--- config.mk ---
export PLATFORM = sky130hd
export DESIGN_NAME = ata_xfer_regs
export DESIGN_NICKNAME = d
export VERILOG_FILES = /design/src/rtl/ata_regs_pkg.sv /design/src/rtl/ata_byte_cnt.sv /design/src/rtl/ata_ctl_reg.sv /design/src/rtl/ata_rd_mux.sv /design/src/rtl/ata_xfer_regs.sv
export SDC_FILE = /design/constraint.sdc
export NUM_CORES = 1
export LEC_CHECK = 0
export BUFFER_PORTS_ARGS = -buffer_cell sky130_fd_sc_hd__buf_4
export CORE_AREA = 2 2 103 80
export DETAILED_ROUTE_END_ITERATION = 12
export DIE_AREA = 0 0 105 82
export PLACE_DENSITY = 0.76
export RECOVER_POWER = 100
export SKIP_LAST_GASP = 1
export SYNTH_ARGS = -nofsm -noshare
export SYNTH_HDL_FRONTEND = slang
export SYNTH_SLANG_ARGS = --single-unit
--- constraint.sdc ---
create_clock -name clk_i -period 3.2 [get_ports clk_i]
set_clock_uncertainty 0.2 [all_clocks]
set_input_delay 0.16 -clock clk_i [delete_from_list [all_inputs] [get_ports clk_i]]
set_output_delay 0.16 -clock clk_i [all_outputs]
set_load 0.005 [all_outputs]
--- src/rtl/ata_regs_pkg.sv ---
package ata_regs_pkg;
  localparam int CTL_OE    = 7;
  localparam int CTL_PIO   = 6;
  localparam int CTL_ABORT = 5;
  localparam int CTL_ERR   = 4;
  localparam int CTL_TOG   = 3;
  localparam int CTL_AUTO  = 2;
  localparam int CTL_RSVD  = 1;
  localparam int CTL_UDMA  = 0;

  typedef struct packed {
    logic oe;
    logic pio;
    logic abort;
    logic err;
    logic tog;
    logic auto_x;
    logic rsvd;
    logic udma;
  } ctl_t;
endpackage

--- src/rtl/ata_byte_cnt.sv ---
module ata_byte_cnt #(
  parameter int CNT_W = 32,
  localparam int NB   = CNT_W / 8
) (
  input  logic             clk_i,
  input  logic             rst_ni,
  input  logic [NB-1:0]    byte_we_i,
  input  logic [7:0]       wdata_i,
  input  logic             abort_i,
  input  logic             end_i,
  input  logic             strobe_i,
  output logic [CNT_W-1:0] cnt_o,
  output logic             active_o,
  output logic             early_o
);
  logic [CNT_W-1:0] stage_q;
  logic [CNT_W-1:0] cnt_q;
  logic             act_q;
  logic             arm;

  assign arm = byte_we_i[0];

  // upper bytes are staged only; byte 0 slot is unused
  assign stage_q[7:0] = 8'h00;
  for (genvar b = 1; b < NB; b++) begin : g_stage
    always_ff @(posedge clk_i or negedge rst_ni) begin
      if (!rst_ni)           stage_q[b*8 +: 8] <= 8'h00;
      else if (byte_we_i[b]) stage_q[b*8 +: 8] <= wdata_i;
    end
  end

  assign early_o = act_q && end_i && !arm && !abort_i;

  always_ff @(posedge clk_i or negedge rst_ni) begin
    if (!rst_ni) begin
      cnt_q <= '0;
      act_q <= 1'b0;
    end else if (arm) begin
      cnt_q <= {stage_q[CNT_W-1:8], wdata_i};
      act_q <= ({stage_q[CNT_W-1:8], wdata_i} != '0);
    end else if (abort_i || early_o) begin
      act_q <= 1'b0;
    end else if (act_q && strobe_i) begin
      cnt_q <= cnt_q - 1'b1;
      if (cnt_q == CNT_W'(1)) act_q <= 1'b0;
    end
  end

  assign cnt_o    = cnt_q;
  assign active_o = act_q;
endmodule

--- src/rtl/ata_ctl_reg.sv ---
module ata_ctl_reg
  import ata_regs_pkg::*;
(
  input  logic       clk_i,
  input  logic       rst_ni,
  input  logic       wr_i,
  input  logic [7:0] wdata_i,
  input  logic       arm_i,
  input  logic       early_i,
  input  logic       pio_start_i,
  input  logic       pio_done_i,
  output ctl_t       ctl_o,
  output logic [7:0] rd_o
);
  ctl_t q;

  always_ff @(posedge clk_i or negedge rst_ni) begin
    if (!rst_ni) begin
      q <= '0;
    end else begin
      if (wr_i) begin
        q.oe     <= wdata_i[CTL_OE];
        q.tog    <= wdata_i[CTL_TOG];
        q.auto_x <= wdata_i[CTL_AUTO];
        q.udma   <= wdata_i[CTL_UDMA];
      end
      // hardware set beats clears
      if (pio_done_i)                                q.pio <= 1'b1;
      else if (pio_start_i || (wr_i && wdata_i[CTL_PIO])) q.pio <= 1'b0;

      if (arm_i)                             q.abort <= 1'b0;
      else if (wr_i && wdata_i[CTL_ABORT])   q.abort <= 1'b1;

      if (arm_i)                                        q.err <= 1'b0;
      else if ((wr_i && wdata_i[CTL_ABORT]) || early_i) q.err <= 1'b1;
    end
  end

  assign ctl_o = q;
  always_comb begin
    rd_o           = q;
    rd_o[CTL_RSVD] = 1'b1;
  end
endmodule

--- src/rtl/ata_rd_mux.sv ---
module ata_rd_mux #(
  parameter int         CNT_W    = 32,
  parameter logic [7:0] CNT_BASE = 8'hE1,
  parameter logic [7:0] CTL_ADDR = 8'hDD,
  localparam int        NB       = CNT_W / 8
) (
  input  logic [7:0]       addr_i,
  input  logic [CNT_W-1:0] cnt_i,
  input  logic [7:0]       ctl_i,
  output logic [7:0]       rdata_o
);
  always_comb begin
    rdata_o = 8'h00;
    if (addr_i == CTL_ADDR) rdata_o = ctl_i;
    for (int k = 0; k < NB; k++) begin
      if (addr_i == CNT_BASE + 8'(k)) rdata_o = cnt_i[k*8 +: 8];
    end
  end
endmodule

--- src/rtl/ata_xfer_regs.sv ---
module ata_xfer_regs
  import ata_regs_pkg::*;
#(
  parameter int         CNT_W    = 32,
  parameter logic [7:0] CNT_BASE = 8'hE1,
  parameter logic [7:0] CTL_ADDR = 8'hDD
) (
  input  logic       clk_i,
  input  logic       rst_ni,
  input  logic       reg_we_i,
  input  logic [7:0] reg_addr_i,
  input  logic [7:0] reg_wdata_i,
  output logic [7:0] reg_rdata_o,
  input  logic       xfer_byte_i,
  input  logic       xfer_end_i,
  input  logic       pio_start_i,
  input  logic       pio_done_i,
  output logic       pin_oe_o,
  output logic       abort_o,
  output logic       err_o,
  output logic       xfer_active_o,
  output logic       buf_hold_o,
  output logic       buf_tog_en_o,
  output logic       auto_xfer_o,
  output logic       udma_en_o,
  output logic       pio_irq_o
);
  localparam int NB = CNT_W / 8;

  logic [NB-1:0]    byte_we;
  logic             arm_w;
  logic             ctl_we;
  logic             abort_req;
  logic             early;
  logic [CNT_W-1:0] cnt_q;
  ctl_t             ctl;
  logic [7:0]       ctl_rd;

  for (genvar k = 0; k < NB; k++) begin : g_dec
    assign byte_we[k] = reg_we_i && (reg_addr_i == CNT_BASE + 8'(k));
  end
  assign arm_w     = byte_we[0];
  assign ctl_we    = reg_we_i && (reg_addr_i == CTL_ADDR);
  assign abort_req = ctl_we && reg_wdata_i[CTL_ABORT];

  ata_byte_cnt #(.CNT_W(CNT_W)) u_cnt (
    .clk_i     (clk_i),
    .rst_ni    (rst_ni),
    .byte_we_i (byte_we),
    .wdata_i   (reg_wdata_i),
    .abort_i   (abort_req),
    .end_i     (xfer_end_i),
    .strobe_i  (xfer_byte_i),
    .cnt_o     (cnt_q),
    .active_o  (xfer_active_o),
    .early_o   (early)
  );

  ata_ctl_reg u_ctl (
    .clk_i       (clk_i),
    .rst_ni      (rst_ni),
    .wr_i        (ctl_we),
    .wdata_i     (reg_wdata_i),
    .arm_i       (arm_w),
    .early_i     (early),
    .pio_start_i (pio_start_i),
    .pio_done_i  (pio_done_i),
    .ctl_o       (ctl),
    .rd_o        (ctl_rd)
  );

  ata_rd_mux #(.CNT_W(CNT_W), .CNT_BASE(CNT_BASE), .CTL_ADDR(CTL_ADDR)) u_rd (
    .addr_i  (reg_addr_i),
    .cnt_i   (cnt_q),
    .ctl_i   (ctl_rd),
    .rdata_o (reg_rdata_o)
  );

  assign pin_oe_o     = ctl.oe;
  assign abort_o      = ctl.abort;
  assign err_o        = ctl.err;
  assign buf_hold_o   = ctl.err;
  assign buf_tog_en_o = ctl.tog | ctl.auto_x;
  assign auto_xfer_o  = ctl.auto_x;
  assign udma_en_o    = ctl.udma;
  assign pio_irq_o    = ctl.pio;
endmodule

==> impl_metrics.yaml <==
placement:
  dp.cells: 504
  place_hpwl_um: 7640
  numPortBuffers: 39
  place_area_mm2: 0.00395
  gp_congestion: 0.993
cells_and_area:
  syn_to_final_growth_pct: 20.2
  final_layout_size_suffix_gt1_share_pct: 21.5
  final_cell_area_mm2: 0.00426
  diodes: 0
  layout.nets: 447
  finalNonFillerCells: 532
detailed_routing:
  dr.pass1.iters: 5
  vias_per_cell: 5.88
  drcViolationCount: 0
  wl_per_cell_um: 20.0
  ant_nets: 0
  num_vias: 3126
  postRouteWirelength_um: 10600
  drt_iter0_drc: 349
run_status:
  violations: "max-capacitance violations, max-slew violations"
  outcome: "complete, but fails checks"
clock_tree:
  path_clk_slew_ps: 70
  cts_tree: "built"
  cts_setup_buffers: 0
  max-clock-path-buffers: 2
  ctsHoldBuffers: 12
  insertion_delay_ps: 350
  htreeDepth: 3
  numCtsBuffers: 9
  cts_root_buf: "clkbuf_8"
  cts_resized: 0
  cts_sinks: 64
timing:
  max_freq_mhz: 357
  tightest_slew_ps: 1590
  slew_violations: 65
  hold_viol: 0
  finalSetupViolations: 0
  max_slew_margin_pct: -6.32
  rsz0062_at_grt: "false"
  fin_crit_ps: 2800
  period_share_pct: 87.5
  tns_ps: 0
global_routing:
  track_usage_pct: 26.1
  grt_max_degree: 65
  grt_pass1_vias: 2960
  grt_pass1_wl_um: 16500
  grt.overflow.total: 0
  antenna_found_initial: 0
synth:
  synth.distinct_cells: 49
  synthFlopType: "dfrtp_1"
  synth_warnings: 0
  async_reset_ff_share_pct: 100
  synth_top_area_share_pct: 45.2
  synth_edf_count: 0
  syn_area_per_cell_um2: 9.66
  synth_common_cells: "dfrtp_1 (64), nand2_1 (50), nor2_1 (32), mux2_2 (28), o21ai_0 (18)"
  netlist_area_mm2: 0.00354
  yosys_register_bits: 64
  synth.most_common_cell: "dfrtp_1"
  syn-num-nets: 392
  synthTopCellsByArea: "dfrtp_1 (45%), mux2_2 (8.9%), nand2_1 (5.3%)"
  syn_inst: 367
  yosysTopAreaCell: "dfrtp_1"
  yosysSeqAreaShare_pct: 45.2
critical_path:
  crit_path_end_kind: "output port"
  start_kind: "primary input"
  worst-path-max-fanout: 9
  critPathMaxStageDelay_ps: 990
  cp.buffers_inverters: 2
  cpLargestDelayFamily: "simple AND/OR/NAND/NOR gates"
  cp_slowest_cell: "nor3_1"
  cp.required_ps: 2840
  path_class: "in -> out"
  cp.arrival_ps: 2440
  crit_chain: "clkbuf_1, nor4b_1, nand3_1, nor3_1, a222oi_1, a31oi_1, clkbuf_4"
floorplan:
  die_x_um: 105
  die_h_um: 82
  io-pin-count: 40
  dieArea_mm2: 0.00861
  rows: 28
  start_util_pct: 46.4
  core_area_mm2: 0.00764
job:
  drv_cap: 1
power_and_ir_drop:
  total_power_mw: 2.10
  power_density_mw_per_mm2: 492
  irDropWorstVdd_mv: 0.287
  p_leak_nw: 1.90
min_path:
  hold_path_class: "in -> reg"
state kept, by name, summed over array words and instances (netlist names):
name and cells:
u_cnt.active_o 1, u_cnt.cnt_o 32, u_cnt.stage_q 24, u_ctl.ctl_o 7
worst paths after layout:
kind                       cells after the start  slack [ps]                 to               from
max                                            7         400     reg_rdata_o[7]      reg_addr_i[4]
min in group asynchronous                      2         560  u_cnt.stage_q[24]             rst_ni
max in group asynchronous                      2        1290    u_cnt.cnt_o[21]             rst_ni
max reg2reg                                    6         640    u_cnt.cnt_o[31]    u_cnt.cnt_o[14]
min                                            5          90     u_ctl.ctl_o[5]      reg_addr_i[3]
min reg2reg                                    2         310    u_cnt.cnt_o[17]  u_cnt.stage_q[17]
worst min-delay path, cell delays in order:
cell and delay, ps:
buf_4 140, inv_1 70, nor4_1 90, nor2_1 100
nor2_1 50
cell type report:
| cell class | instances | area, um2 |
|---|---|---|
| fillers | 711 | 3380 |
| multi-input cells | 282 | 1830 |
| flip-flops and latches | 64 | 1600 |
| repair buffers | 56 | 429 |
| clock buffers | 10 | 138 |
| well taps | 105 | 131 |
| clock inverters | 6 | 92.6 |
| inverters | 9 | 33.8 |
logic make-up after synthesis:
| family | count (synthesis) | share of synthesized area (%) |
|---|---|---|
| AOI/OAI and AO/OA | 56 | 10.0 |
| adders and majority gates | 2 | 0.706 |
| buffers and inverters | 21 | 2.68 |
| DFF | 64 | 45.2 |
| and+or+nand+nor | 165 | 24.8 |
| muxes | 28 | 8.90 |
| xor gates and xnor gates | 31 | 7.66 |
power by group:
part / internal, mW / total [mW] / leakage, nW / switching (mW)
sequential: 0.867 / 0.945 / 0.876 / 0.0784
combinational: 0.156 / 0.350 / 0.914 / 0.194
clock: 0.462 / 0.800 / 0.109 / 0.338
total: 1.48 / 2.10 / 1.90 / 0.611
cells in the final DEF, fill, tap and decap left out, drive strengths merged, types with 14 or more instances in the layout:
master and count:
clkbuf 32, buf 22, dfrtp 64, xor2 14, nand3 16, o21ai 23
nor2 32, nor3 15, nor4 15, xnor2 17, mux2 28, nand2 50
metal layers:
metal  track usage (%)  routed length (um)  vias to the layer above
met1              36.2                4800                     1491
met5                 0                   0                        -
li1                  -                   -                     1445
met3              9.13                1190                       17
met4              6.00                 165                        0
met2              39.5                4460                      173
through the flow:
step | setup WS (ps) | hold WS (ps) | util [%]
final | 400 | 94.6 | 55.8
after global routing | 257 | 122 | 55.8
after CTS | 666 | 69.2 | 56.3
after detailed placement | 719 | 103 | 51.7
after global placement | 740 | 93.1 | 51.7
after floorplan | 920 | -336 | -
Note: power is estimated with default switching activity, not from simulation.
